===== src/rtl/scan_pkg.sv =====
package scan_pkg;

  typedef enum logic [2:0] {
    PH_IDLE,
    PH_LOAD,
    PH_CLEAR,
    PH_PROP,
    PH_READ,
    PH_SETTLE,
    PH_EMIT
  } phase_e;

  // True when the code after 'cur' would leave the scan range.
  function automatic bit is_final(int unsigned cur, int unsigned step,
                                  int unsigned stop, int unsigned top_code);
    int unsigned nxt;
    nxt = cur + step;
    return (step == 0) || (nxt > stop) || (nxt > top_code);
  endfunction

  // Number of injections actually performed for a requested count.
  function automatic int unsigned eff_reps(int unsigned req);
    return (req == 0) ? 1 : req;
  endfunction

  function automatic int max4(int a, int b, int c, int d);
    int m;
    m = a;
    if (b > m) m = b;
    if (c > m) m = c;
    if (d > m) m = d;
    return m;
  endfunction

endpackage


===== src/rtl/scan_timer.sv =====
module scan_timer #(
  parameter int LEN_W = 13
) (
  input  logic             clk,
  input  logic             rst_n,
  input  logic             load,
  input  logic [LEN_W-1:0] len,
  output logic             expired
);

  logic [LEN_W-1:0] cnt_q;

  always_ff @(posedge clk) begin
    if (!rst_n)
      cnt_q <= '0;
    else if (load)
      cnt_q <= len - 1'b1;
    else if (cnt_q != '0)
      cnt_q <= cnt_q - 1'b1;
  end

  assign expired = (cnt_q == '0);

endmodule


===== src/rtl/scan_tally.sv =====
module scan_tally #(
  parameter int CNT_W = 16
) (
  input  logic             clk,
  input  logic             rst_n,
  input  logic             clr,
  input  logic [CNT_W-1:0] reps_m1,
  input  logic             sample,
  input  logic             hit,
  input  logic             rep_step,
  output logic [CNT_W-1:0] hits,
  output logic             last_rep
);

  logic [CNT_W-1:0] left_q;
  logic [CNT_W-1:0] hits_q;

  always_ff @(posedge clk) begin
    if (!rst_n) begin
      left_q <= '0;
      hits_q <= '0;
    end else if (clr) begin
      left_q <= reps_m1;
      hits_q <= '0;
    end else begin
      if (rep_step) left_q <= left_q - 1'b1;
      if (sample && hit) hits_q <= hits_q + 1'b1;
    end
  end

  assign hits     = hits_q;
  assign last_rep = (left_q == '0);


  rep_over_chk: assert property (@(posedge clk) disable iff (!rst_n)
    rep_step |-> !last_rep);

endmodule


===== src/rtl/scurve_scan_seq.sv =====
module scurve_scan_seq
  import scan_pkg::*;
#(
  parameter int CODE_W   = 12,
  parameter int CNT_W    = 16,
  parameter int T_RST    = 40,
  parameter int T_PROP   = 4000,
  parameter int T_TOT    = 4000,
  parameter int T_SETTLE = 8000
) (
  input  logic              clk,
  input  logic              rst_n,
  input  logic              start,
  input  logic [CODE_W-1:0] code_first,
  input  logic [CODE_W-1:0] code_last,
  input  logic [CODE_W-1:0] code_step,
  input  logic [CNT_W-1:0]  repeats,
  input  logic              tot_en,
  input  logic              hit_in,
  output logic              inj,
  output logic [CODE_W-1:0] dac_code,
  output logic              dac_load,
  output logic              res_valid,
  input  logic              res_ready,
  output logic [CODE_W-1:0] res_code,
  output logic [CNT_W-1:0]  res_hits,
  output logic              busy,
  output logic              done
);

  localparam int T_MAX    = max4(T_RST, T_PROP, T_TOT, T_SETTLE);
  localparam int LEN_W    = $clog2(T_MAX + 1);
  localparam int CODE_MAX = (1 << CODE_W) - 1;

  phase_e phase_q, phase_d;

  logic [CODE_W-1:0] code_q, stop_q, step_q;
  logic [CNT_W-1:0]  reps_m1_q;
  logic              tot_q, busy_q, done_q;

  // Named internal events
  logic             t_load, t_exp;
  logic [LEN_W-1:0] t_len;
  logic             smp_now;
  logic             rep_step;
  logic             last_rep;
  logic             res_take;
  logic             final_code;
  logic             scan_end;
  logic             start_take;
  logic [CNT_W-1:0] hits;

  assign start_take = (phase_q == PH_IDLE) && start;
  assign smp_now    = (phase_q == PH_PROP) && t_exp;
  assign res_take   = (phase_q == PH_EMIT) && res_ready;
  assign final_code = is_final(32'(code_q), 32'(step_q), 32'(stop_q), CODE_MAX);
  assign scan_end   = res_take && final_code;

  always_comb begin
    phase_d  = phase_q;
    t_load   = 1'b0;
    t_len    = LEN_W'(T_RST);
    rep_step = 1'b0;
    unique case (phase_q)
      PH_IDLE:   if (start) phase_d = PH_LOAD;
      PH_LOAD: begin
        phase_d = PH_CLEAR;
        t_load  = 1'b1;
        t_len   = LEN_W'(T_RST);
      end
      PH_CLEAR: if (t_exp) begin
        phase_d = PH_PROP;
        t_load  = 1'b1;
        t_len   = LEN_W'(T_PROP);
      end
      PH_PROP: if (t_exp) begin
        t_load = 1'b1;
        if (tot_q) begin
          phase_d = PH_READ;
          t_len   = LEN_W'(T_TOT);
        end else begin
          phase_d = PH_SETTLE;
          t_len   = LEN_W'(T_SETTLE);
        end
      end
      PH_READ: if (t_exp) begin
        phase_d = PH_SETTLE;
        t_load  = 1'b1;
        t_len   = LEN_W'(T_SETTLE);
      end
      PH_SETTLE: if (t_exp) begin
        if (last_rep) begin
          phase_d = PH_EMIT;
        end else begin
          phase_d  = PH_CLEAR;
          t_load   = 1'b1;
          t_len    = LEN_W'(T_RST);
          rep_step = 1'b1;
        end
      end
      PH_EMIT: if (res_ready) phase_d = final_code ? PH_IDLE : PH_LOAD;
      default: phase_d = PH_IDLE;
    endcase
  end

  always_ff @(posedge clk) begin
    if (!rst_n) begin
      phase_q   <= PH_IDLE;
      code_q    <= '0;
      stop_q    <= '0;
      step_q    <= '0;
      reps_m1_q <= '0;
      tot_q     <= 1'b0;
      busy_q    <= 1'b0;
      done_q    <= 1'b0;
    end else begin
      phase_q <= phase_d;
      if (start_take) begin
        code_q    <= code_first;
        stop_q    <= code_last;
        step_q    <= code_step;
        reps_m1_q <= (repeats == '0) ? '0 : repeats - 1'b1;
        tot_q     <= tot_en;
        busy_q    <= 1'b1;
        done_q    <= 1'b0;
      end else if (res_take) begin
        if (final_code) begin
          busy_q <= 1'b0;
          done_q <= 1'b1;
        end else begin
          code_q <= code_q + step_q;
        end
      end
    end
  end

  scan_timer #(.LEN_W(LEN_W)) u_timer (
    .clk    (clk),
    .rst_n  (rst_n),
    .load   (t_load),
    .len    (t_len),
    .expired(t_exp)
  );

  scan_tally #(.CNT_W(CNT_W)) u_tally (
    .clk     (clk),
    .rst_n   (rst_n),
    .clr     (phase_q == PH_LOAD),
    .reps_m1 (reps_m1_q),
    .sample  (smp_now),
    .hit     (hit_in),
    .rep_step(rep_step),
    .hits    (hits),
    .last_rep(last_rep)
  );

  assign inj       = (phase_q == PH_PROP) || (phase_q == PH_READ);
  assign dac_load  = (phase_q == PH_LOAD);
  assign dac_code  = code_q;
  assign res_valid = (phase_q == PH_EMIT);
  assign res_code  = code_q;
  assign res_hits  = hits;
  assign busy      = busy_q;
  assign done      = done_q;


  load_quiet_chk: assert property (@(posedge clk) disable iff (!rst_n)
    dac_load |-> !inj);


  load_pulse_chk: assert property (@(posedge clk) disable iff (!rst_n)
    dac_load |=> !dac_load);


  smp_inj_chk: assert property (@(posedge clk) disable iff (!rst_n)
    smp_now |-> inj);


  res_hold_chk: assert property (@(posedge clk) disable iff (!rst_n)
    res_valid && !res_ready |=> res_valid && $stable(res_code) && $stable(res_hits));


  done_busy_chk: assert property (@(posedge clk) disable iff (!rst_n)
    !(done && busy));


  start_busy_chk: assert property (@(posedge clk) disable iff (!rst_n)
    busy && start && !res_take |=> busy && $stable(dac_code));

endmodule


===== config.mk =====
export PLATFORM = sky130hd
export DESIGN_NAME = scurve_scan_seq
export DESIGN_NICKNAME = d
export VERILOG_FILES = /design/src/rtl/scan_pkg.sv /design/src/rtl/scan_timer.sv /design/src/rtl/scan_tally.sv /design/src/rtl/scurve_scan_seq.sv
export SDC_FILE = /design/constraint.sdc
export NUM_CORES = 1
export LEC_CHECK = 0
export CAP_MARGIN = 30
export CORE_MARGIN = 4
export CORE_UTILIZATION = 49
export CTS_BUF_LIST = sky130_fd_sc_hd__clkbuf_16
export DETAILED_ROUTE_END_ITERATION = 6
export GPL_TIMING_DRIVEN = 0
export PLACE_DENSITY = 0.78
export SLEW_MARGIN = 20
export SYNTH_ARGS = -nofsm -noshare
export SYNTH_HDL_FRONTEND = slang
export SYNTH_HIERARCHICAL = 1
export SYNTH_SLANG_ARGS = --single-unit

===== constraint.sdc =====
create_clock -name clk -period 3.84 [get_ports clk]
set_input_delay 0.96 -clock clk [delete_from_list [all_inputs] [get_ports clk]]
set_output_delay 0.96 -clock clk [all_outputs]
set_load 0.01 [all_outputs]

### Yosys cells after proc, flatten, opt, wreduce, memory -nomap -nowiden

Cells that the tools add are included.
W data, S select, Z words.

| word-level totals | value |
|---|---|
| register bits | 103 |
| input port bits | 58 |
| output and inout bits | 45 |
| logic and storage cells | 89 |

| operators by class | value |
|---|---|
| $add $sub $neg | 7 |
| $lt $le $gt $ge | 2 |
| equality and inequality tests | 13 |
| mux-type cells | 31 |
| bitwise logic cells | 1 |
| reduce and logical (&&, ||, !) cells | 24 |

Operators with widths:

| cell | number |
|---|---|
| $mux W13 | 5 |
| $mux W12 | 4 |
| $mux W16 | 3 |
| $pmux W13 S3 | 1 |
| $logic_not A16 Y1 | 2 |
| $sub A16 B1 Y16 const B | 2 |
| $sub A13 B1 Y13 const B | 2 |
| $mux W3 | 7 |
| $pmux W3 S7 | 1 |
| $add A16 B1 Y16 const B | 1 |
| $add A12 B12 Y13 | 1 |
| $gt A13 B12 Y1 | 1 |
| $gt A13 B12 Y1 const B | 1 |
| $logic_not A13 Y1 | 1 |
| $reduce_bool A13 Y1 | 1 |
| $add A12 B12 Y12 | 1 |
| $logic_not A12 Y1 | 1 |
| $ne A2 B2 Y1 const B | 5 |
| $eq A3 B3 Y1 const B | 3 |
| $mux W1 | 9 |
| $reduce_bool A2 Y1 | 4 |
| $eq A3 B2 Y1 const B | 2 |
| $reduce_and A2 Y1 | 3 |
| $reduce_and A6 Y1 | 1 |
| other kinds (9) | 16 |

### Depth between registers and ports, before layout

Gate-level depths: netlist of run 1.

| depth | value |
|---|---|
| depth in word-level cells | 7 |
| mapped depth | 16 |
| mapped depth without buffers | 14 |

### Modules after synthesis

Netlist of run 1, hierarchy kept.

Modules (own cells, without submodules):

| module | times used | cells an instance | area each (sq um) | sequential area each (sq um) |
|---|---|---|---|---|
| scurve_scan_seq | 1 | 460 | 3598.5 | 1161.1 |
| scan_tally | 1 | 187 | 1607.8 | 640.6 |
| scan_timer | 1 | 101 | 863.3 | 260.2 |

### Worst setup path after synthesis of run 1

OpenSTA, ideal clock, no wires.

| timing path | value |
|---|---|
| path kind | register -> register |
| from | reg u_timer.cnt_q[2] |
| to | reg u_timer.cnt_q[10] |
| setup time | 71 ps |
| data arrival time | 3881 ps |
| required time | 3769 ps |
| path slack | -111 ps |
| stages on the path, launching flop included | 17 |
| buffers on the path | 3 |
| clock period less this slack | 3951 ps |
| path through | dfxtp_1 > nor3_1 > nand4_1 > inv_1 > inv_1 > nor2_1 > nand2_1 > nor3_1 > or3_1 > buf_4 > clkbuf_1 > clkbuf_1 > mux2i_1 > ha_1 > o21ai_1 > or4_1 > a21oi_1 |

| on the way | value |
|---|---|
| elaborated cells between the ends (all ways) | 14 |
| those cells by class | 2 x add/sub; 9 x mux; 3 x reduce/logical |

RTL lines:

| item | line | text |
|---|---|---|
| start, declared | scan_timer.sv:11 | `logic [LEN_W-1:0] cnt_q;` |
| start signal, assigned | scan_timer.sv:17 | `cnt_q <= len - 1'b1;` |
| start signal, assigned | scan_timer.sv:19 | `cnt_q <= cnt_q - 1'b1;` |
| $logic_not A13 Y1 * | scan_timer.sv:22 | `assign expired = (cnt_q == '0);` |
| via t_exp | scurve_scan_seq.sv:42 | `logic t_load, t_exp;` |
| $mux W1, on equally long branches | - |  |
| $pmux W1 S3 * | scurve_scan_seq.sv:64 | `unique case (phase_q)` |
| via t_load | scurve_scan_seq.sv:42 |  |
| $mux W13 / $reduce_bool A2 Y1 (equally long branches) | - |  |

Mark *: on every way through the listed nets, which the timed path passes. The rest lies on a longest branch. The select of a mux whose other input is x is not followed.
A chain may end at the register's enable or synchronous reset.

### Worst setup path in the final report of run 1

| timing path | value |
|---|---|
| from | reg u_timer.cnt_q[3] |
| to | reg u_timer.cnt_q[10] |

| on the way | value |
|---|---|
| longest elaborated chain between the ends | 5 |
| elaborated cells between the ends (all ways) | 14 |
| those cells by class | 2 x add/sub; 9 x mux; 3 x reduce/logical |

RTL lines:

| item | line | text |
|---|---|---|
| $logic_not A13 Y1 * | scan_timer.sv:22 |  |
| via t_exp | scurve_scan_seq.sv:42 |  |
| $mux W13, or another cell as far along | scurve_scan_seq.sv:86 | `PH_READ: if (t_exp) begin` |
| $pmux W13 S3 * | scurve_scan_seq.sv:64 |  |
| via t_len[3] | scurve_scan_seq.sv:43 | `logic [LEN_W-1:0] t_len;` |
| $sub A13 B1 Y13 * | scan_timer.sv:17 |  |
| $mux W13 * | scan_timer.sv:16 | `else if (load)` |

Marked as above.

==> flow_metrics.env, run 1 <==
export IMPL_place_gp_congestion=0.899
export IMPL_synth_top_family_by_area="simple AND/OR/NAND/NOR gates"
export IMPL_final_cell_mix="clkdlybuf4s50_1 (102), dfxtp_1 (101), nand2_1 (96)"
export IMPL_dp_hpwl_um=11400
export IMPL_start_util_pct=50.3
export IMPL_cts_root_buf="clkbuf_16"
export IMPL_cts_hold_buf=0
export IMPL_max_freq_mhz=265
export IMPL_synth_simple_area_share_pct=23.7
export IMPL_cap_violations=0
export IMPL_slew_headroom_pct=35.6
export IMPL_antenna_found_initial=0
export IMPL_clock_skew_ns=0.00842
export IMPL_synth_mux_area_share_pct=2.37
export IMPL_grt_pass1_vias=5267
export IMPL_synthCells=748
export IMPL_area_growth_pct=29.0
export IMPL_mostFrequentLayoutCell="clkdlybuf4s50_1"
export IMPL_overflow=0
export IMPL_first_iter_violations=494
export IMPL_ys_async_sr_fraction_pct=0
export IMPL_diodes=0
export IMPL_seq_area_frac_synth_pct=34.0
export IMPL_finish_utilization_pct=64.9
export IMPL_powerDensity_nw_per_um2=526
export IMPL_path_max_fanout=14
export IMPL_synth_warnings=6
export IMPL_worst_pin_slew_ns=0.952
export IMPL_grt_pass1_wl_um=25300
export IMPL_die_area_um2=14200
export IMPL_htreeDepth=3
export IMPL_cp_start_kind="flop"
export IMPL_multiInputGateArea_um2=3740
export IMPL_avgRoutedWirePerCell_um=14.7
export IMPL_placed_cell_area_um2=7340
export IMPL_antenna_left=0
export IMPL_pre_cts_slack_ns=-0.720
export IMPL_cp_required_ns=4.13
export IMPL_path_class="flop to flop"
export IMPL_run_status="complete, no violations"
export IMPL_wl_um=15400
export IMPL_viasPerCell=5.47
export IMPL_nets=964
export IMPL_io_pins=103
export IMPL_drv_slew=0
export IMPL_grt_max_degree=18
export IMPL_ys_ff_latch=103
export IMPL_r2r_slack_ns=0.07
export IMPL_firstDrtPassIters=5
export IMPL_synth_edf_count=0
export IMPL_track_usage_pct=21.5
export IMPL_clk_pin_slew_worst_paths_ns=0.07
export IMPL_netlist_area_um2=6070
export IMPL_route_detailed_drc=0
export IMPL_clkLatencyLatePin_ns=0.36
export IMPL_port_buffer_count=102
export IMPL_clock_sinks=103
export IMPL_num_vias=5747
export IMPL_synth_main_ff_cell="dfxtp_1"
export IMPL_ys_types=73
export IMPL_nFillCells=1051
export IMPL_setup_violations_final=0
export IMPL_die_y_um=119
export IMPL_die_x_um=119
export IMPL_vdd_drop_max_mv=0.345
export IMPL_row_count=40
export IMPL_synth_compound_area_share_pct=20.0
export IMPL_fin_area_um2=7830
export IMPL_synth_xor_area_share_pct=7.22
export IMPL_setup_tns_ns=0
export IMPL_cts_tree="built"
export IMPL_p_leak_nw=2.87
export IMPL_drive_gt1_share_pct=11.5
export IMPL_period_needed_ns=3.77
export IMPL_coreArea_um2=12100
export IMPL_clockBufferDepth=2
export IMPL_worst_slack_ns=0.0712
export IMPL_crit_path_end_kind="flop"
export IMPL_hp_class="flop to flop"
export IMPL_finalCritPeriodShare_pct=98.1
export IMPL_cts_buffers=9
export IMPL_final_hold_violation_count=0
export IMPL_rsz0062_at_grt="true"
export IMPL_stdcell_count=1050
export IMPL_seq_area_um2=2060
export IMPL_dp_cells=1028
export IMPL_synth_adder_area_share_pct=6.10
export IMPL_arrival_ns=4.06
export IMPL_avgSynthCellArea_um2=8.11
path summary, 6_finish.rpt:
check / startpoint / end / cells after the start
worst min-delay path: reps_m1_q[14] / reps_m1_q[14] / 2
worst min register to register: reps_m1_q[14] / reps_m1_q[14] / 2
worst max-delay path: u_timer/cnt_q[3] / u_timer/cnt_q[10] / 14
worst max register to register: u_timer/cnt_q[3] / u_timer/cnt_q[10] / 14
final cells by class:
type                       count  area share, %
buffer                        47           3.50
clock buffer                   9           2.88
clock inverter                 7           1.21
inverter                      39           1.87
multi-input combinational    569           47.8
sequential                   103           26.4
tap                          168           2.69
timing repair buffer         108           13.7
registers in the layout (all words and copies together) (netlist names), 3 cells and up:
register	flops
reps_m1_q	16
u_tally/hits	16
u_tally/left_q	16
u_timer/cnt_q	13
dac_code	12
step_q	12
stop_q	12
phase_q	3
report_power, final:
part	switching, W	internal [W]
clock	0.000416	0.000572
combinational	0.000959	0.000790
sequential	0.000152	0.00123
routing by layer:
layer | vias to the layer above | track usage (%) | part of all wire (%)
met1 | 2643 | 30.0 | 47
li1 | 2907 | - | -
met2 | 174 | 33.2 | 45
met5 | - | 0 | 0
met4 | 0 | 5.80 | 1.9
met3 | 23 | 5.27 | 5.8
Yosys cell counts, types with 8 or more instances:
cell type,n,area (um2)
o21ai_0,43,215
clkbuf_1,23,86.3
buf_2,8,40.0
ha_1,28,350
nor2_1,46,173
nand3_1,18,90.1
buf_4,14,105
xnor2_1,35,307
mux2i_1,11,110
a21oi_1,68,340
nor4_1,16,100
nand4_1,9,56.3
or3_1,10,62.6
inv_1,38,143
nor3_1,24,120
dfxtp_1,103,2060
nand2_1,97,364
a211oi_1,12,90.1
xor2_1,15,131
o211ai_1,8,60.1
critical path, cell delays in order (launching register included):
cell and delay (ns):
dfxtp_1 0.36, nor4_1 0.39, nand4_1 0.23, inv_2 0.14, o21ai_0 0.22, inv_1 0.34, or3_1 0.18, buf_4 0.14
clkbuf_4 0.20, clkbuf_8 0.20, mux2i_1 0.25, ha_2 0.24, o21ai_2 0.13, or4_1 0.54, a21oi_1 0.14
repair_timing:
action                     4_1_cts  5_1_grt
cloned                           1        0
gates resized for setup         15       18
setup buffers                    2        3
setup endpoints to repair       22       24
pin swaps                        2        8
per-stage QoR:
step                power (W)  hold slack, ns
floorplan             0.00248           0.416
global placement      0.00289           0.434
detailed placement    0.00292           0.440
CTS                   0.00400           0.456
global route          0.00437           0.473
finish                0.00412           0.453
cells by family after synthesis:
group	count (synthesis)
AND/OR/NAND/NOR	277
AO/OA/AOI/OAI	188
flip-flops	103
buffers and inverters	86
XOR/XNOR	50
adder cells (fa/ha/maj)	29
multiplexers	14
other	1
Note: power is estimated with default switching activity, not from simulation.
==> run 2: changes to the inputs <==
--- a/config.mk
+++ b/config.mk
@@ -5,9 +5,10 @@
 export SDC_FILE = /design/constraint.sdc
 export NUM_CORES = 1
 export LEC_CHECK = 0
+export ABC_AREA = 1
 export CAP_MARGIN = 30
 export CORE_MARGIN = 4
-export CORE_UTILIZATION = 49
+export CORE_UTILIZATION = 50
 export CTS_BUF_LIST = sky130_fd_sc_hd__clkbuf_16
 export DETAILED_ROUTE_END_ITERATION = 6
 export GPL_TIMING_DRIVEN = 0
==> run 2 against run 1 <==
  * Worst setup slack better by 0.36 ns
  * Register-to-register slack better by 0.36 ns
  * Synthesized cell count increased by 31%
  * Largest cell class unchanged
  * Routed wire length rose by 9.7%
==> flow_metrics.env, run 2 <==
export IMPL_run_status="complete, no violations"
export IMPL_max_freq_mhz=293
export IMPL_path_max_fanout=10
export IMPL_cp_buffers_inverters=3
export IMPL_place_gp_congestion=0.927
export IMPL_cpPeakStageDelay_ns=0.41
export IMPL_die_area_um2=15200
export IMPL_cp_start_kind="flop"
export IMPL_start_util_pct=51.9
export IMPL_hp_class="flop to flop"
export IMPL_synth_most_common_cell="nand2_1"
export IMPL_cp_required_ns=4.12
export IMPL_seq_area_frac_synth_pct=31.1
export IMPL_stdcell_count=1278
export IMPL_grt_pass1_wl_um=28300
export IMPL_num_vias=6531
export IMPL_met3WireLength_um=784
export IMPL_clk_pin_slew_worst_paths_ns=0.07
export IMPL_ys_ff_latch=103
export IMPL_wl_met2_um=8030
export IMPL_area_growth_pct=23.5
export IMPL_netlist_area_um2=6630
export IMPL_synth_warnings=6
export IMPL_drv_slew=0
export IMPL_clock_skew_ns=0.00854
export IMPL_arrival_ns=3.69
export IMPL_path_class="flop to flop"
export IMPL_nets=1188
export IMPL_worst_pin_slew_ns=0.674
export IMPL_first_iter_violations=348
export IMPL_avgRoutedWirePerCell_um=13.2
export IMPL_ys_types=51
export IMPL_mostFrequentLayoutCell="nand2_1"
export IMPL_cts_tree="built"
export IMPL_yosysTopAreaCell="dfxtp_1"
export IMPL_antenna_found_initial=0
export IMPL_diodes=0
export IMPL_ys_top_cells_by_area="dfxtp_1 (31%), nand2_1 (14%), inv_1 (7.8%)"
export IMPL_p_switching_w=0.00238
export IMPL_synth_top_area_share_pct=31.1
export IMPL_post_cts_buffers=0
export IMPL_wl_um=16900
export IMPL_p_sw_share_pct=45.3
export IMPL_final_cell_mix="nand2_1 (244), inv_1 (137), dfxtp_1 (103)"
export IMPL_crit_path_cell_trace="ha_1 -> inv_1 -> fa_1 -> inv_1 -> nand2_1 -> nand2_1 -> nand2_1 -> nand2_2 -> nand2_1 -> nand2_1 -> nand2_1 -> nand2_1 -> nand2_1 -> and2_1 -> ha_1 -> a21o_1 -> a21oi_1 -> nand2_1 -> nand2_1 -> nand3_4 -> nand2_2 -> buf_6 -> nand2_1 -> a21oi_1"
export IMPL_final_hold_violation_count=0
export IMPL_p_leak_nw=3.60
export IMPL_synth_main_ff_cell="dfxtp_1"
export IMPL_fin_area_um2=8180
export IMPL_firstDrtPassIters=5
export IMPL_vdd_drop_max_mv=0.290
export IMPL_finish_utilization_pct=64.1
export IMPL_rsz0062_at_grt="false"
export IMPL_critPathSlowestCell="fa_1"
export IMPL_cts_buffers=9
export IMPL_grt_max_degree=18
export IMPL_synth_edf_count=0
export IMPL_io_pins=103
export IMPL_clockBufferDepth=2
export IMPL_port_buffer_count=102
export IMPL_synth_top_cells_by_count="nand2_1 (244), inv_1 (137), dfxtp_1 (103)"
export IMPL_route_detailed_drc=0
export IMPL_comb_power_share_pct=55.5
export IMPL_cap_violations=0
export IMPL_viasPerCell=5.11
export IMPL_grt_pass1_vias=6125
export IMPL_overflow=0
export IMPL_ys_async_sr_fraction_pct=0
export IMPL_hold_ws_ns=0.454
export IMPL_dp_cells=1262
export IMPL_dr_max_layer_used="met4"
export IMPL_setup_tns_ns=0
export IMPL_wl_met1_um=7670
export IMPL_crit_path_end_kind="flop"
export IMPL_p_int_w=0.00288
export IMPL_synthCells=982
export IMPL_seqPwrFrac_pct=26.8
export IMPL_pwr_share_clk_pct=17.7
export IMPL_coreArea_um2=12800
export IMPL_row_count=41
export IMPL_dp_hpwl_um=13100
export IMPL_htreeDepth=3
export IMPL_powerDensity_nw_per_um2=642
export IMPL_clock_sinks=103
export IMPL_slew_headroom_pct=55.0
export IMPL_cp_common_cell="nand2_1"
export IMPL_cts_root_buf="clkbuf_16"
export IMPL_placed_cell_area_um2=7890
export IMPL_antenna_left=0
export IMPL_period_needed_ns=3.41
export IMPL_cts_hold_buf=0
export IMPL_clkLatencyLatePin_ns=0.35
export IMPL_critical_path_top_delay_family="simple AND/OR/NAND/NOR gates"
export IMPL_finalCritPeriodShare_pct=88.9
export IMPL_avgSynthCellArea_um2=6.75
export IMPL_track_usage_pct=23.2
export IMPL_drive_gt1_share_pct=10.2
export IMPL_die_y_um=123
export IMPL_die_x_um=123
export IMPL_ctsResizeCount=0
export IMPL_setup_violations_final=0
-- run 2: cell count changes after synthesis, sizes merged, moves of 11 or more --
cell    delta
inv      +106
xnor2     -25
nor4      -19
o21ai     +33
nand2    +161
a211oi    -11
nor3      -13
a21oi     -18
nand3     +61
clkbuf    -13
nor2      +59
-- run 2: per-stage QoR --
stage | setup WS [ns] | total power (W)
after global placement | 0.287 | 0.00426
after CTS | 0.460 | 0.00527
after global routing | 0.115 | 0.00573
after detailed placement | 0.501 | 0.00432
final | 0.428 | 0.00526
after floorplan | 0.853 | 0.00356
-- run 2: kinds of logic (layout without fill, tap and decap cells) --
| logic type | Yosys count | count (layout) | share of synthesized area (%) |
|---|---|---|---|
| compound gates | 154 | 154 | 13.4 |
| xor+xnor | 26 | 26 | 3.55 |
| fa+ha+maj | 29 | 29 | 5.59 |
| buf+inv | 183 | 303 | 12.0 |
| flops | 103 | 103 | 31.1 |
| mux | 1 | 1 | 0.151 |
| other cells | 1 | 5 | 0.0566 |
| simple gates | 485 | 485 | 34.1 |
-- run 2: layout make-up --
| class | instances | area (um2) |
|---|---|---|
| well taps | 172 | 215 |
| repair buffers | 104 | 1030 |
| fillers | 1171 | 4590 |
| inverters | 146 | 548 |
| clock inverters | 7 | 72.6 |
| multi-input cells | 700 | 3780 |
| flip-flops and latches | 103 | 2060 |
| clock buffers | 9 | 225 |
| plain buffers | 37 | 246 |
-- run 2: power groups by stage --
stage	Combinational [W]	Clock, W	Sequential [W]
2_1_floorplan	0.00216	0	0.00140
3_3_place_gp	0.00283	0	0.00143
3_5_place_dp	0.00289	0	0.00143
4_1_cts	0.00291	0.000954	0.00141
5_1_grt	0.00330	0.000997	0.00143
6_report	0.00292	0.000929	0.00141
-- run 2: worst register-to-register path, stage by stage, from the launching register on --
cell and delay, ns:
dfxtp_1 0.40, ha_1 0.23, inv_1 0.07, fa_1 0.41, inv_1 0.07, nand2_1 0.04, nand2_1 0.06, nand2_1 0.06
nand2_2 0.08, nand2_1 0.09, nand2_1 0.11, nand2_1 0.07, nand2_1 0.06, nand2_1 0.05, and2_1 0.15, ha_1 0.29
a21o_1 0.16, a21oi_1 0.13, nand2_1 0.07, nand2_1 0.17, nand3_4 0.13, nand2_2 0.12, buf_6 0.15, nand2_1 0.07
a21oi_1 0.12
-- run 2: per-layer routing --
layer  global-route usage (%)  vias up
li1                         -     3377
met1                     29.7     2979
met2                     39.6      149
met3                     4.25       26
met4                     7.61        0
met5                        0        -
-- run 2: path summary, 6_finish.rpt --
check | start | to | slack, ns | depth (start not counted)
hold / removal | done | done | 0.45 | 2
setup / recovery | dac_code[0] | dac_code[1] | 0.43 | 24
setup reg to reg | dac_code[0] | dac_code[1] | 0.43 | 24
hold reg to reg | done | done | 0.45 | 2
